[config.mk]
export PLATFORM = sky130hd
export DESIGN_NAME = sio_fifo_ctrl
export DESIGN_NICKNAME = d
export VERILOG_FILES = /design/src/rtl/sio_pkg.sv /design/src/rtl/sio_mode_fsm.sv /design/src/rtl/sio_fifo.sv /design/src/rtl/sio_irq_prio.sv /design/src/rtl/sio_fifo_ctrl.sv
export SDC_FILE = /design/constraint.sdc
export NUM_CORES = 1
export LEC_CHECK = 0
export BUFFER_PORTS_ARGS = -buffer_cell sky130_fd_sc_hd__buf_2
export CORE_MARGIN = 1.5
export CORE_UTILIZATION = 40
export DETAILED_ROUTE_END_ITERATION = 10
export GPL_ROUTABILITY_DRIVEN = 0
export PLACE_DENSITY_LB_ADDON = 0.2
export SETUP_SLACK_MARGIN = 0.1
export SYNTH_ARGS = -nofsm -noshare
export SYNTH_HDL_FRONTEND = slang
export SYNTH_HIERARCHICAL = 1
export SYNTH_SLANG_ARGS = --single-unit
[constraint.sdc]
create_clock -name clk -period 8.7 [get_ports clk]
set_input_delay 0 -clock clk [delete_from_list [all_inputs] [get_ports clk]]
set_output_delay 0 -clock clk [all_outputs]
set_load 0.1 [all_outputs]
[src/rtl/sio_pkg.sv]
package sio_pkg;

    typedef enum logic [0:0] {
        MODE_SINGLE = 1'b0,
        MODE_FIFO   = 1'b1
    } mode_t;

    localparam logic [3:0] IID_NONE = 4'h1;
    localparam logic [3:0] IID_RDA  = 4'h4;
    localparam logic [3:0] IID_LINE = 4'h6;

    // trigger select to byte count
    function automatic int unsigned trig_bytes(input logic [1:0] sel);
        unique case (sel)
            2'b00:   return 1;
            2'b01:   return 4;
            2'b10:   return 8;
            default: return 14;
        endcase
    endfunction

endpackage

[src/rtl/sio_mode_fsm.sv]
module sio_mode_fsm
    import sio_pkg::*;
(
    input  logic       clk,
    input  logic       rst_n,
    input  logic       wr,
    input  logic [7:0] wdata,
    output logic       fifo_en,
    output logic       dma_sel,
    output logic [1:0] trig_sel,
    output logic       rx_flush,
    output logic       tx_flush
);

    mode_t state, state_nxt;
    logic  unused_rsv;

    assign unused_rsv = ^wdata[5:4];

    // state register
    always_ff @(posedge clk or negedge rst_n) begin
        if (!rst_n) begin
            state <= MODE_SINGLE;
        end else begin
            state <= state_nxt;
        end
    end

    // stored fields, updated only by writes that carry bit 0
    always_ff @(posedge clk or negedge rst_n) begin
        if (!rst_n) begin
            dma_sel  <= 1'b0;
            trig_sel <= 2'b00;
        end else if (wr && wdata[0]) begin
            dma_sel  <= wdata[3];
            trig_sel <= wdata[7:6];
        end
    end

    // next state and outputs
    always_comb begin
        state_nxt = state;
        rx_flush  = 1'b0;
        tx_flush  = 1'b0;
        if (wr) begin
            unique case (state)
                MODE_SINGLE: begin
                    // enter or drop: both empty the FIFOs
                    rx_flush = 1'b1;
                    tx_flush = 1'b1;
                    if (wdata[0]) state_nxt = MODE_FIFO;
                end
                MODE_FIFO: begin
                    if (wdata[0]) begin
                        // reconfigure
                        rx_flush = wdata[1];
                        tx_flush = wdata[2];
                    end else begin
                        // leave
                        rx_flush  = 1'b1;
                        tx_flush  = 1'b1;
                        state_nxt = MODE_SINGLE;
                    end
                end
                default: state_nxt = MODE_SINGLE;
            endcase
        end
    end

    assign fifo_en = (state == MODE_FIFO);

endmodule

[src/rtl/sio_fifo.sv]
module sio_fifo #(
    parameter int unsigned DEPTH = 16,
    parameter int unsigned DW    = 8,
    parameter int unsigned CW    = $clog2(DEPTH + 1)
) (
    input  logic          clk,
    input  logic          rst_n,
    input  logic          flush,
    input  logic [CW-1:0] cap,
    input  logic          push,
    input  logic [DW-1:0] din,
    input  logic          pop,
    output logic [DW-1:0] dout,
    output logic [CW-1:0] count,
    output logic          drop
);

    localparam int unsigned AW = (DEPTH > 1) ? $clog2(DEPTH) : 1;

    logic [DW-1:0] mem [DEPTH];
    logic [AW-1:0] wptr, rptr;
    logic          do_push, do_pop;

    function automatic logic [AW-1:0] bump(input logic [AW-1:0] p);
        return (p == AW'(DEPTH - 1)) ? '0 : p + 1'b1;
    endfunction

    // fullness is judged on the count before any same-cycle pop
    assign do_push = push && !flush && (count < cap);
    assign do_pop  = pop  && !flush && (count != '0);
    assign drop    = push && !flush && (count >= cap);

    always_ff @(posedge clk) begin
        if (do_push) mem[wptr] <= din;
    end

    always_ff @(posedge clk or negedge rst_n) begin
        if (!rst_n) begin
            wptr  <= '0;
            rptr  <= '0;
            count <= '0;
            dout  <= '0;
        end else if (flush) begin
            wptr  <= '0;
            rptr  <= '0;
            count <= '0;
        end else begin
            if (do_push) wptr <= bump(wptr);
            if (do_pop) begin
                dout <= mem[rptr];
                rptr <= bump(rptr);
            end
            count <= count + CW'(do_push) - CW'(do_pop);
        end
    end

endmodule

[src/rtl/sio_irq_prio.sv]
module sio_irq_prio
    import sio_pkg::*;
#(
    parameter int unsigned CW = 5
) (
    input  logic          clk,
    input  logic          rst_n,
    input  logic          rx_flush,
    input  logic          rx_drop,
    input  logic          line_err,
    input  logic [CW-1:0] rx_count,
    input  logic [CW-1:0] thr,
    output logic          overrun,
    output logic [3:0]    int_id
);

    always_ff @(posedge clk or negedge rst_n) begin
        if (!rst_n) begin
            overrun <= 1'b0;
        end else if (rx_flush) begin
            overrun <= 1'b0;
        end else if (rx_drop) begin
            overrun <= 1'b1;
        end
    end

    // line status outranks data available
    always_comb begin
        if (overrun || line_err) begin
            int_id = IID_LINE;
        end else if (rx_count >= thr) begin
            int_id = IID_RDA;
        end else begin
            int_id = IID_NONE;
        end
    end

endmodule

[src/rtl/sio_fifo_ctrl.sv]
module sio_fifo_ctrl
    import sio_pkg::*;
#(
    parameter int unsigned DEPTH = 16,
    parameter int unsigned DW    = 8,
    parameter int unsigned CW    = $clog2(DEPTH + 1)
) (
    input  logic          clk,
    input  logic          rst_n,
    input  logic          ctl_wr,
    input  logic [7:0]    ctl_wdata,
    output logic [7:0]    ctl_rdata,
    input  logic          rx_push,
    input  logic [DW-1:0] rx_din,
    input  logic          rx_line_err,
    input  logic          rx_pop,
    output logic [DW-1:0] rx_dout,
    output logic [CW-1:0] rx_count,
    output logic          rx_overrun,
    output logic          data_ready,
    input  logic          tx_push,
    input  logic [DW-1:0] tx_din,
    input  logic          tx_pop,
    output logic [DW-1:0] tx_dout,
    output logic [CW-1:0] tx_count,
    output logic [3:0]    int_id,
    output logic          dma_mode
);

    logic          fifo_en, dma_sel;
    logic [1:0]    trig_sel;
    logic          rx_flush, tx_flush;
    logic          rx_drop;
    logic          unused_tx_drop;
    logic [CW-1:0] cap, thr;

    sio_mode_fsm u_mode (
        .clk      (clk),
        .rst_n    (rst_n),
        .wr       (ctl_wr),
        .wdata    (ctl_wdata),
        .fifo_en  (fifo_en),
        .dma_sel  (dma_sel),
        .trig_sel (trig_sel),
        .rx_flush (rx_flush),
        .tx_flush (tx_flush)
    );

    assign cap = fifo_en ? CW'(DEPTH) : CW'(1);
    assign thr = fifo_en ? CW'(trig_bytes(trig_sel)) : CW'(1);

    sio_fifo #(.DEPTH(DEPTH), .DW(DW), .CW(CW)) u_rxq (
        .clk   (clk),
        .rst_n (rst_n),
        .flush (rx_flush),
        .cap   (cap),
        .push  (rx_push),
        .din   (rx_din),
        .pop   (rx_pop),
        .dout  (rx_dout),
        .count (rx_count),
        .drop  (rx_drop)
    );

    sio_fifo #(.DEPTH(DEPTH), .DW(DW), .CW(CW)) u_txq (
        .clk   (clk),
        .rst_n (rst_n),
        .flush (tx_flush),
        .cap   (cap),
        .push  (tx_push),
        .din   (tx_din),
        .pop   (tx_pop),
        .dout  (tx_dout),
        .count (tx_count),
        .drop  (unused_tx_drop)
    );

    sio_irq_prio #(.CW(CW)) u_irq (
        .clk      (clk),
        .rst_n    (rst_n),
        .rx_flush (rx_flush),
        .rx_drop  (rx_drop),
        .line_err (rx_line_err),
        .rx_count (rx_count),
        .thr      (thr),
        .overrun  (rx_overrun),
        .int_id   (int_id)
    );

    assign ctl_rdata  = {trig_sel, 2'b00, dma_sel, 2'b00, fifo_en};
    assign dma_mode   = fifo_en & dma_sel;
    assign data_ready = (rx_count != '0);

endmodule

After elaboration in Yosys (flattened, before gate mapping)
Memory sizes are Yosys's and may differ from the RTL's. A register that Yosys moved wholly into a read port is not among the register bits.
Index checks and enable logic that the tools add are counted.
- bits in registers: 31
- bits in writable memories: 256
- input bits: 32
- logic and storage cells: 91
- memories kept: 2
- memory list (memory ; words ; width ; rd ports ; clocked after Yosys merged registers in ; wr ports ; line ; source):
    u_rxq.mem ; 16 ; 8 ; 1 ; 1 ; 1 ; sio_fifo.sv:20 ; logic [DW-1:0] mem [DEPTH];
    u_txq.mem ; 16 ; 8 ; 1 ; 1 ; 1 ; sio_fifo.sv:20 ;
- add/subtract/negate cells: 8
- order comparisons: 4
- eq/ne operators: 6
- multiplexer cells: 32
- bitwise gates (word level): 4
- reductions and logical operators: 25
- operator list (kind ; number):
    $mux 4 ; 13
    $mux 5 ; 4
    $add 4x1->4 const B ; 4
    $eq 4x4->1 const B ; 4
    $pmux 4 s3 ; 1
    $mux 1 ; 11
    $add 5x1->5 ; 2
    $ge 5x5->1 ; 2
    $logic_and 1x1->1 ; 10
    $lt 5x5->1 ; 2
    $reduce_bool 2->1 ; 5
    $reduce_bool 5->1 ; 2
    $sub 5x1->5 ; 2
    $logic_not 1->1 ; 4
    $pmux 1 s2 ; 2
    $reduce_and 2->1 ; 2
    $mux 3 ; 1
    $not 1->1 ; 3
    $eq 2x1->1 const B ; 1
    $eq 2x2->1 const B ; 1
    $logic_not 2->1 ; 1
    $and 1x1->1 ; 1
    $logic_or 1x1->1 ; 1

Logic depth before layout (Yosys ltp)
- word-level depth: 9
- depth in mapped cells: 16
- gate-level depth less buffers: 15

Modules after synthesis
Netlist, hierarchy kept.
- modules (own cells, without submodules) (module ; times used ; cells an instance ; area an instance (um^2) ; seq. area each (um^2)):
    sio_fifo at u_rxq ; 1 ; 396 ; 6331.1 ; 4369.2
    sio_fifo at u_txq ; 1 ; 399 ; 6276.0 ; 4369.2
    sio_irq_prio ; 1 ; 23 ; 182.7 ; 25.0
    sio_mode_fsm ; 1 ; 13 ; 178.9 ; 100.1
    sio_fifo_ctrl ; 1 ; 16 ; 98.8 ; 0.0

Least setup slack after synthesis
No wires, ideal clock.
- path type: reg2reg
- from: register u_txq.count[4]
- to: register u_txq.count[4]
- library setup time: 135 ps
- arrival time: 3460 ps
- data required time: 8565 ps
- slack: 5104 ps
- stages on the path, launching flop included: 16
- cell sequence: dfrtp_1 -> ha_1 -> a21oi_1 -> o21ai_1 -> nor2_2 -> inv_1 -> buf_2 -> ha_1 -> inv_1 -> ha_1 -> inv_1 -> fa_1 -> nor2b_1 -> o21bai_1 -> a21oi_1 -> nor3b_1
- longest elaborated chain between the ends: 5
- elaborated cells between the ends (all ways): 7
- those cells by class: 2 x add/sub; 1 x order compare; 1 x mux; 3 x reduce/logical
- RTL lines (element ; line ; source):
    from (decl) ; sio_fifo.sv:14 ; output logic [CW-1:0] count,
    from (signal assigned) ; sio_fifo.sv:53 ; count <= count + CW'(do_push) - CW'(do_pop);
    $lt 5x5->1 ; sio_fifo.sv:29 ; assign do_push = push && !flush && (count < cap);
    $logic_and 1x1->1 ; sio_fifo.sv:29 ;
    $add 5x1->5 ; sio_fifo.sv:53 ;
    $sub 5x1->5 (*) ; sio_fifo.sv:53 ;
    $mux 5 (*) ; sio_fifo.sv:43 ; end else if (flush) begin
Mark *: on every way between the ends. The rest lies on a longest branch, timed or not.
A chain may end at the register's enable or synchronous reset.

Worst setup path after layout
- from: register u_mode.state (netlist: u_mode/fifo_en)
- to: register u_txq.count[4]
- longest elaborated chain between the ends: 9
- elaborated cells between the ends (all ways): 13
- those cells by class: 2 x add/sub; 1 x order compare; 4 x mux; 1 x bitwise; 5 x reduce/logical
- RTL lines (element ; line ; source):
    from (decl) ; sio_mode_fsm.sv:15 ; mode_t state, state_nxt;
    from (signal assigned) ; sio_mode_fsm.sv:25 ; state <= state_nxt;
    branches (longest 8 deep; another with $lt 5x5->1) ; - ;
    $mux 5 (*) ; sio_fifo.sv:43 ;
Every way passes the cells marked *.

==> reports/metrics.csv <==
stage,metric,value,unit
global_routing,first-pass GRT wire length,42.4,mm
timing,max-slew violations,0,
critical_path,CP startpoint kind,flip-flop,
layout,ANT cells,0,
routing,Starting DRT DRC Count,419,
floorplan,Die Height,184,um
clocking,total CTS buffers,36,
clocking,cts hold-fix bufs,28,
critical_path,worst-path cell chain,inv_1 > ha_1 > nand4_1 > o21ai_1 > nor2_2 > inv_1 > ha_1 > inv_1 > ha_1 > inv_1 > fa_1 > nor2b_1 > o21bai_1 > a21oi_1 > nor3b_1,
global_routing,gr busiest metal,met2,
critical_path,CP Class,reg2reg,
floorplan,Core Box Area,0.0318,mm^2
clocking,CTS H-tree lvls,2,
yosys,Syn Inst Count,844,
global_routing,met2 Use GR,0.281,
critical_path,crit path max fanout,13,
placed_design,Placed Area,0.0138,mm^2
floorplan,io pins,73,
clocking,setup bufs post-CTS,0,
placed_design,Placed Cells,1321,
routing,total iterations of the first detailed-routing run,5,
clocking,post-cts resize count,0,
clocking,clk slew on worst S/H paths,0.06,ns
global_routing,M1 GR Usage,0.225,
power_and_ir_drop,Peak VDD IR,0.282,mV
timing,Fin. Hold Viols,0,
yosys,Avg Inst Size Synth,15.5,um^2
timing,worst hold slack,0.0965,ns
clocking,CTS tree,yes,
routing,via count,7266,
global_routing,vias in the first global route,7372,
timing,final worst setup slack,4.98,ns
worst_hold_path,Min-Delay Path Class,in2reg,
floorplan,Starting Density,0.410,
routing,post-DR wirelength/cell,19.5,um
global_routing,GRT Residual Overflow,0,
critical_path,crit-path max cell delay,0.52,ns
timing,min cycle time layout,3.72,ns
layout,share of layout cells above drive strength 1,0.188,
routing,drt via density,5.14,
timing,setup TNS,0,ns
critical_path,r2r setup slk,4.98,ns
power_and_ir_drop,Power Density,298,mW/mm^2
layout,Final #Nets,1023,
critical_path,CP max stage cell,dfrtp_1,
yosys,Yosys warnings,6,
global_routing,antenna violations before repair,0,
critical_path,Worst setup EP type,flip-flop,
layout,"final std cell area, no fill",0.0152,mm^2
critical_path,worst endpoint required time,9.07,ns
timing,clk_skew,0.0189,ns
run_status,status,completed,
run,MaxCap Viol Count,0,
placed_design,Post-Place Setup Slack,4.93,ns
critical_path,"most used cell, CP",inv_1,
critical_path,Buf/Inv on CP,4,
clocking,root buffer cell,clkbuf_16,
global_routing,GR Util met3,0.0248,
critical_path,largest delay contributor family on the critical path,adder cells,
timing,Least-Margin Pin Slew,1.14,ns
floorplan,Die ar.,0.0337,mm^2
power_and_ir_drop,P_leak,5.23,nW
placed_design,PortBufs,65,
layout,Area growth syn-to-layout,16.5,%
timing,"Period Utilization, post-route",0.428,
timing,worst rel slew slack,0.237,
global_routing,pin count of the biggest net entering global routing,48,
timing,RSZ-0062 raised after global routing,no,
timing,fmax,269,MHz
global_routing,GR Util All Layers,0.167,
routing,DR DRC count,0,
floorplan,Placement Rows,65,
routing,post-route ant nets,0,
clocking,Clock Latency Late Sink,0.51,ns
routing,DRT Wirelength,27.5,mm
yosys,Syn Std Cell Area,0.0131,mm^2
clocking,clk buf depth,3,
floorplan,Die X,184,um
clocking,CTS sink count,303,
placed_design,Detail Placement HPWL,17.0,mm
critical_path,CP arrival,4.09,ns
timing,# setup viols final,0,
layout,Finished Layout Cells,1414,
[where the power goes]
group          switching (mW)  total [mW]  internal [mW]
sequential             0.0993        1.78           1.68
combinational           0.970        1.38          0.406
clock                   0.564        1.38          0.817
[layer usage]
layer / part of all wire / up-vias
met5: 0 / -
met4: 0.019 / 0
met3: 0.043 / 40
met2: 0.48 / 149
met1: 0.46 / 3624
li1: - / 3453
[registers in the layout, summed over array words and instances (netlist names), 5 cells and up]
signal	cells
u_rxq/mem	128
u_txq/mem	128
u_rxq/dout	8
u_txq/dout	8
u_rxq/count	5
u_txq/count	5
[cell type report]
| class | instances | area, um^2 |
|---|---|---|
| Fill cell | 2764 | 16600 |
| Timing Repair Buffer | 110 | 733 |
| Sequential cell | 303 | 8870 |
| Tap cell | 435 | 544 |
| Inverter | 48 | 180 |
| Clock buffer | 52 | 982 |
| Clock inverter | 13 | 98.8 |
| Multi-Input combinational cell | 453 | 3800 |
[path summary, 6_finish.rpt]
path | endpoint | from | cells past startpoint
min in group asynchronous | u_rxq/dout[4] | rst_n | 3
max in group asynchronous | u_txq/rptr[1] | rst_n | 3
setup / recovery | u_txq/count[4] | u_mode/fifo_en | 15
hold reg to reg | u_rxq/dout[1] | u_rxq/dout[1] | 2
setup reg to reg | u_txq/count[4] | u_mode/fifo_en | 15
hold / removal | u_txq/rptr[3] | ctl_wdata[2] | 3
[per-stage QoR]
| stage | utilization | total power [mW] |
|---|---|---|
| global placement | 0.435 | 3.17 |
| CTS | 0.478 | 4.59 |
| detailed placement | 0.435 | 3.19 |
| finish | 0.478 | 4.54 |
| global route | 0.478 | 4.76 |
| floorplan | - | 2.93 |
[worst reg2reg max path, cell delays in order, from the launching register on]
cell and delay, ns:
dfrtp_1 0.52, inv_1 0.10, ha_1 0.33, nand4_1 0.11, o21ai_1 0.45, nor2_2 0.15, inv_1 0.43, ha_1 0.32
inv_1 0.06, ha_1 0.16, inv_1 0.06, fa_1 0.40, nor2b_1 0.17, o21bai_1 0.11, a21oi_1 0.16, nor3b_1 0.06
[cells in the final DEF (no fill, tap or decap), types with 6 or more instances in the layout]
cell type	n
nor4b_2	7
inv_1	46
a31oi_1	10
nand2_1	16
a221oi_1	16
dlygate4sd3_1	28
dfrtp_1	45
clkbuf_1	15
a31oi_2	8
conb_1	12
mux2i_1	97
mux4_2	16
and4_1	9
o22ai_1	32
nand3_1	13
edfxtp_1	256
buf_4	17
nor2b_1	10
nor3_1	10
buf_2	65
clkbuf_16	37
o21ai_1	11
o21ai_0	14
and4b_1	6
a21oi_1	17
nor2_1	42
ha_1	37
Power figures use the tool's default switching activity.
